**src/rtl/intc_prio_pkg.sv**
```systemverilog
package intc_prio_pkg;

   localparam int SRC_COUNT = 9;
   localparam int LVL_W     = 2;
   localparam int LVL_COUNT = 1 << LVL_W;
   localparam int VEC_W     = 16;

   // Index order is the tie-break ranking (0 = strongest)
   localparam int SRC_TMR0 = 0;
   localparam int SRC_EXT1 = 2;
   localparam int SRC_TMR1 = 5;

   function automatic logic [VEC_W-1:0] vec_of(int idx);
      case (idx)
         0:       return 16'h000B;
         1:       return 16'h0033;
         2:       return 16'h0013;
         3:       return 16'h003B;
         4:       return 16'h0063;
         5:       return 16'h001B;
         6:       return 16'h0043;
         7:       return 16'h0023;
         8:       return 16'h0073;
         default: return '0;
      endcase
   endfunction

   function automatic logic hw_clears(int idx, logic edge_mode);
      return (idx == SRC_TMR0) || (idx == SRC_TMR1) ||
             ((idx == SRC_EXT1) && edge_mode);
   endfunction

   function automatic logic can_wake(int idx);
      return (idx == 2) || (idx == 3) || (idx == 4) || (idx == 6);
   endfunction

endpackage

```
**src/rtl/intc_prio_snap.sv**
```systemverilog
module intc_prio_snap #(
   parameter int N = 9
) (
   input  logic         clk,
   input  logic         rst_n,
   input  logic         stb,
   input  logic [N-1:0] flags,
   input  logic [N-1:0] en,
   input  logic         gie,
   output logic [N-1:0] pend
);

   always_ff @(posedge clk or negedge rst_n) begin
      if (!rst_n)
         pend <= '0;
      else if (stb)
         pend <= flags & en & {N{gie}};
   end

   // captured set only changes on a strobe
   assert_snap_on_strobe_R4: assert property (@(posedge clk) disable iff (!rst_n)
      !$past(stb) |-> $stable(pend));

endmodule

```
**src/rtl/intc_prio_arb.sv**
```systemverilog
module intc_prio_arb #(
   parameter int N  = 9,
   parameter int LW = 2,
   parameter int IW = 4
) (
   input  logic [N-1:0]  req,
   input  logic [N-1:0]  hi,
   input  logic [N-1:0]  lo,
   output logic          found,
   output logic [IW-1:0] sel_idx,
   output logic [LW-1:0] sel_lvl
);

   logic [LW-1:0] lvl [N];

   generate
      if (LW != 2) begin : g_bad_lw
         $error("level width must be 2 (high bit, low bit)");
      end
      for (genvar g = 0; g < N; g++) begin : g_lvl
         assign lvl[g] = {hi[g], lo[g]};
      end
   endgenerate

   // Scan from weakest rank upward; >= lets a stronger rank take ties
   always_comb begin
      found   = 1'b0;
      sel_idx = '0;
      sel_lvl = '0;
      for (int i = N - 1; i >= 0; i--) begin
         if (req[i] && (!found || lvl[i] >= sel_lvl)) begin
            found   = 1'b1;
            sel_idx = IW'(i);
            sel_lvl = lvl[i];
         end
      end
   end

endmodule

```
**src/rtl/intc_prio_stack.sv**
```systemverilog
module intc_prio_stack #(
   parameter int NL = 4,
   parameter int LW = 2
) (
   input  logic          clk,
   input  logic          rst_n,
   input  logic          set_en,
   input  logic [LW-1:0] set_lvl,
   input  logic          pop,
   output logic [NL-1:0] ins,
   output logic          any,
   output logic [LW-1:0] top
);

   logic [NL-1:0] ins_n;

   generate
      if (NL != (1 << LW)) begin : g_bad_nl
         $error("level count must equal 2**LW");
      end
   endgenerate

   always_comb begin
      top = '0;
      for (int l = 0; l < NL; l++)
         if (ins[l]) top = LW'(l);
   end

   assign any = |ins;

   always_comb begin
      ins_n = ins;
      if (pop && any) ins_n[top] = 1'b0;
      if (set_en)     ins_n[set_lvl] = 1'b1;
   end

   always_ff @(posedge clk or negedge rst_n) begin
      if (!rst_n) ins <= '0;
      else        ins <= ins_n;
   end

   // a newly accepted level lies above everything already in service
   assert_strict_preempt_R7: assert property (@(posedge clk) disable iff (!rst_n)
      set_en |-> ((ins >> set_lvl) == '0));

   // a lone return removes exactly one level
   assert_pop_one_R8: assert property (@(posedge clk) disable iff (!rst_n)
      (pop && any && !set_en) |=> ($countones(ins) == $countones($past(ins)) - 1));

endmodule

```
**src/rtl/intc_prio.sv**
```systemverilog
module intc_prio
   import intc_prio_pkg::*;
#(
   parameter int N_SRC       = SRC_COUNT,
   parameter int CALL_CYCLES = 4
) (
   input  logic               clk,
   input  logic               rst_n,
   input  logic               mcyc_stb,
   input  logic               instr_last,
   input  logic               instr_defer,
   input  logic               reti,
   input  logic               gie,
   input  logic [8:0]         src_flag,
   input  logic [8:0]         src_en,
   input  logic [8:0]         pri_hi,
   input  logic [8:0]         pri_lo,
   input  logic               ext1_edge,
   output logic               call_req,
   output logic [15:0]        call_vec,
   output logic [3:0]         call_src,
   output logic               vec_go,
   output logic [8:0]         flag_clr,
   output logic [3:0]         in_svc,
   output logic               wake
);

   localparam int IW = 4;
   localparam int CW = (CALL_CYCLES > 1) ? $clog2(CALL_CYCLES) : 1;
   localparam logic [8:0] SW_ONLY  = 9'b1_1101_1010;
   localparam logic [8:0] WAKE_SET = 9'b0_0101_1100;

   generate
      if (N_SRC != SRC_COUNT) begin : g_bad_n
         $error("source table holds exactly SRC_COUNT entries");
      end
      if (CALL_CYCLES < 2) begin : g_bad_call
         $error("call sequence needs at least two machine cycles");
      end
   endgenerate

   logic [N_SRC-1:0] pend, hw_mask, wake_mask;
   logic [VEC_W-1:0] vec_tab [1 << IW];
   logic             found, any_is, accept, busy, go_q;
   logic [IW-1:0]    sel_idx;
   logic [LVL_W-1:0] sel_lvl, top_lvl;
   logic [CW-1:0]    cnt;
   logic [VEC_W-1:0] vec_q;
   logic [IW-1:0]    src_q;
   logic [N_SRC-1:0] clr_q;

   generate
      for (genvar g = 0; g < N_SRC; g++) begin : g_attr
         assign hw_mask[g]   = hw_clears(g, ext1_edge);
         assign wake_mask[g] = can_wake(g);
      end
      for (genvar v = 0; v < (1 << IW); v++) begin : g_vec
         assign vec_tab[v] = vec_of(v);
      end
   endgenerate

   intc_prio_snap #(.N(N_SRC)) snap_i (
      .clk(clk), .rst_n(rst_n), .stb(mcyc_stb),
      .flags(src_flag), .en(src_en), .gie(gie), .pend(pend)
   );

   intc_prio_arb #(.N(N_SRC), .LW(LVL_W), .IW(IW)) arb_i (
      .req(pend), .hi(pri_hi), .lo(pri_lo),
      .found(found), .sel_idx(sel_idx), .sel_lvl(sel_lvl)
   );

   assign accept = mcyc_stb && instr_last && !instr_defer && !busy && found &&
                   (!any_is || (sel_lvl > top_lvl));

   intc_prio_stack #(.NL(LVL_COUNT), .LW(LVL_W)) stack_i (
      .clk(clk), .rst_n(rst_n), .set_en(accept), .set_lvl(sel_lvl),
      .pop(reti && mcyc_stb), .ins(in_svc), .any(any_is), .top(top_lvl)
   );

   always_ff @(posedge clk or negedge rst_n) begin
      if (!rst_n) begin
         busy  <= 1'b0;
         cnt   <= '0;
         go_q  <= 1'b0;
         vec_q <= '0;
         src_q <= '0;
         clr_q <= '0;
      end else begin
         go_q  <= 1'b0;
         clr_q <= '0;
         if (accept) begin
            busy  <= 1'b1;
            cnt   <= '0;
            vec_q <= vec_tab[sel_idx];
            src_q <= sel_idx;
            clr_q <= hw_mask & (N_SRC'(1) << sel_idx);
         end else if (busy && mcyc_stb) begin
            if (cnt == CW'(CALL_CYCLES - 1)) begin
               busy <= 1'b0;
               go_q <= 1'b1;
            end else begin
               cnt <= cnt + 1'b1;
            end
         end
      end
   end

   assign call_req = busy;
   assign call_vec = vec_q;
   assign call_src = src_q;
   assign vec_go   = go_q;
   assign flag_clr = clr_q;
   assign wake     = gie && |(src_flag & src_en & wake_mask);

   // at most one clear pulse, never for a software-cleared source
   assert_clr_onehot_R9: assert property (@(posedge clk) disable iff (!rst_n)
      $onehot0(flag_clr));
   assert_clr_hw_only_R9: assert property (@(posedge clk) disable iff (!rst_n)
      (flag_clr & SW_ONLY) == '0);

   // acceptance (seen as a clear pulse) only at a permitted boundary
   assert_accept_boundary_R5: assert property (@(posedge clk) disable iff (!rst_n)
      (|flag_clr) |-> $past(mcyc_stb && instr_last && !instr_defer));

   // the jump pulse ends a running call
   assert_go_after_call_R6: assert property (@(posedge clk) disable iff (!rst_n)
      vec_go |-> ($past(call_req) && !call_req));

   // vector held while the call runs
   assert_vec_stable_R1: assert property (@(posedge clk) disable iff (!rst_n)
      (call_req && $past(call_req)) |-> ($stable(call_vec) && $stable(call_src)));

   // wake only from a wake-capable flag
   assert_wake_source_R10: assert property (@(posedge clk) disable iff (!rst_n)
      wake |-> |(src_flag & WAKE_SET));

endmodule

```
**config.mk**
```make
export PLATFORM = sky130hd
export DESIGN_NAME = intc_prio
export DESIGN_NICKNAME = d
export VERILOG_FILES = /design/src/rtl/intc_prio_pkg.sv /design/src/rtl/intc_prio_snap.sv /design/src/rtl/intc_prio_arb.sv /design/src/rtl/intc_prio_stack.sv /design/src/rtl/intc_prio.sv
export SDC_FILE = /design/constraint.sdc
export NUM_CORES = 1
export LEC_CHECK = 0
export BUFFER_PORTS_ARGS = -buffer_cell sky130_fd_sc_hd__buf_4
export CAP_MARGIN = 20
export CORE_UTILIZATION = 51
export CTS_CLUSTER_SIZE = 10
export DETAILED_ROUTE_END_ITERATION = 8
export GPL_ROUTABILITY_DRIVEN = 0
export GPL_TIMING_DRIVEN = 0
export PLACE_DENSITY = 0.8
export SYNTH_ARGS = -nofsm -noshare
export SYNTH_HDL_FRONTEND = slang
export SYNTH_SLANG_ARGS = --single-unit
```
**constraint.sdc**
```tcl
create_clock -name clk -period 15.4 [get_ports clk]
set_clock_uncertainty 0.05 [all_clocks]
set_input_delay 1.54 -clock clk [delete_from_list [all_inputs] [get_ports clk]]
set_output_delay 1.54 -clock clk [all_outputs]
set_load 0.03 [all_outputs]
```
==> results_dict.tcl <==
set metrics [dict create \
    outcome "finished with violations" \
    violations "DRC" \
    synth_cell_types 62 \
    cts_hold_buf 0 \
    cts_made_buffers 5 \
    slew_headroom 0.556 \
    clock-root-buffer "clkbuf_8" \
    vias 2344 \
    critPathCaptureType "flip-flop" \
    synth-main-ff-cell "dfrtp_1" \
    antenna_found_initial 0 \
    cpMostUsedCell "ha_1" \
    powerDensity_nw_per_um2 122 \
    crit_start "pri_lo[8]" \
    avgSynthCellArea_sq_um 8.30 \
    ios 80 \
    diodes 0 \
    cts_sinks 29 \
    syn_inst 294 \
    antenna_left 0 \
    synth_compound_area_frac 0.248 \
    grt_use_met1 0.319 \
    ys_seq_area_frac 0.297 \
    min_from "call_src[0]" \
    drv_cap 0 \
    top_usage_layer "met2" \
    synthArstFlopShare 1.00 \
    wl_per_cell_um 13.5 \
    yosys.area_share.adder 0.103 \
    max_freq_ghz 0.0748 \
    synth.area.top_cells "dfrtp_1 30%, ha_1 10%, buf_4 5.2%" \
    hold_violations 0 \
    postCtsSetupBuffers 0 \
    grt_max_degree 30 \
    max_slew.worst_pin.slew_ns 0.660 \
    crit_fanout 10 \
    rsz0062_at_grt "false" \
    drv_slew 0 \
    vias_per_cell 5.43 \
    die_w_um 71.2 \
    synth_mux_area_frac 0.0174 \
    grt.total_usage 0.247 \
    wirelength_um 5840 \
    worstPathRequired_ns 15.55 \
    overflow 0 \
    synthDominantCellAreaShare 0.297 \
    yosysMostFrequentCell "nand2_1" \
    worstSetupPathType "primary input to flip-flop" \
    grt_pass1_wl_um 9850 \
    critPathArrivalTime_ns 13.52 \
    die_y_um 71.2 \
    core_sq_um 4470 \
    setup_viol 0 \
    clockBufferDepth 2 \
    peakVddDrop_mv 0.111 \
    worst_hold_path_type "flip-flop to flip-flop" \
    cpMaxStageDelayCell "o21ai_1" \
    synth_edf_count 0 \
    rows 24 \
    clk_pin_slew_ns 0.07 \
    use_met2 0.422 \
    start_util 0.546 \
    dr.pass1.iters 6 \
    cts_max_level 2 \
    synth-simple-area-share 0.216 \
    crit_path_start_kind "primary input" \
    clk_latency_ns 0.28 \
    final.setup.tns_ns 0 \
    period_share 0.868 \
    netlist_top_cells_count "32 x nand2_1, 30 x inv_1, 29 x dfrtp_1" \
    timing.final.crit_period_ns 13.37 \
    drive_gt1_frac 0.282 \
    netlist_area_sq_um 2440 \
    cts.repair.resized 0 \
    drc 4 \
    met3_usage 0.0442 \
    synth_top_family_by_area "compound AO/OA/AOI/OAI gates" \
    numPortBuffers 63 \
    cts_tree "done" \
    drtIter0Drc 106 \
    yosysTopAreaCell "dfrtp_1" \
    r2r-start "snap_i.pend[8]" \
    slowest_delay_ns 0.49 \
    synth_xor_area_frac 0.00359 \
    dp_hpwl_um 4660 \
    p_leak_uw 0.00162 \
    grt_pass1_vias 2277 \
    fin_nets 443 \
    fin_ws_ns 2.03 \
    die_area_sq_um 5070 \
    dp_slack_ns 1.89 \
    yosys_warnings 0 \
    area_delta_synth_final_pct 29.3 \
    ys_ff_latch 29 \
]
## critical path, delay by kind of cell
kind                     cells  cell delay, ns
AO/OA/AOI/OAI               23            5.57
multiplexers                 1            0.35
AND/OR/NAND/NOR             18            2.75
buffers and inverters        3            0.94
adder cells (fa/ha/maj)      9            2.38
## where the power goes
part	leakage, uW	switching (uW)	internal [uW]	total (uW)
clock network	0.0000574	29.4	52.5	81.9
registers	0.000377	14.9	95.7	111
logic	0.00118	113	80.8	194
total	0.00162	157	229	386
## metrics by stage
step / cells / area, sq um / utilization / hold slack [ns] / total power [uW]
2_1_floorplan: 309 / 2500 / - / 0.443 / 242
3_3_place_gp: 424 / 3040 / 0.678 / 0.452 / 298
3_5_place_dp: 424 / 3040 / 0.678 / 0.463 / 304
4_1_cts: 432 / 3160 / 0.705 / 0.481 / 388
5_1_grt: 432 / 3160 / 0.705 / 0.508 / 412
6_report: 432 / 3160 / 0.705 / 0.475 / 386
## cell type report
class | instances | area [sq um]
flip-flops and latches | 29 | 726
clock inverters | 2 | 37.5
fillers | 376 | 1320
multi-input cells | 227 | 1490
well taps | 52 | 65.1
clock buffers | 6 | 82.6
repair buffers | 63 | 473
plain buffers | 22 | 161
inverters | 31 | 116
## layer usage
metal / up-vias / share of wire
li1: 1179 / -
met3: 12 / 0.039
met1: 1091 / 0.45
met5: - / 0
met4: 0 / 0.013
met2: 62 / 0.50
## layout by cell type, fill, tap and decap left out, types with 5 or more instances in the layout
cell type,synthesis,final
buf_4,17,80
nand2_1,32,32
inv_1,30,30
dfrtp_1,29,29
nor2_1,28,28
ha_1,20,20
conb_1,1,16
a21oi_1,13,13
and2_1,9,9
nand2b_1,9,9
o22ai_1,9,9
o21ai_0,8,8
clkbuf_8,0,6
a21o_1,5,5
o21a_1,5,5
## worst paths after layout
path                                        to  slack, ns  cells past startpoint
worst max-delay path               call_vec[1]       2.03                     54
worst min-delay path               call_src[0]       0.48                      2
worst max register to register     call_vec[1]       2.87                     54
worst min register to register     call_src[0]       0.48                      2
max in group asynchronous       snap_i.pend[3]      13.91                      1
min in group asynchronous          flag_clr[0]       1.12                      1
## sequential cells by signal, summed over array words and instances (netlist names)
| signal | cells |
|---|---|
| stack_i.ins | 4 |
| cnt | 2 |
| call_src | 4 |
| flag_clr | 3 |
| snap_i.pend | 9 |
| vec_go | 1 |
| call_req | 1 |
| call_vec | 5 |
## cells by family after synthesis
logic type | count (synthesis)
xor+xnor | 1
simple gates | 106
mux | 4
other cells | 1
compound gates | 80
fa+ha+maj | 20
buf+inv | 53
flops | 29
Power figures use the tool's default switching activity.
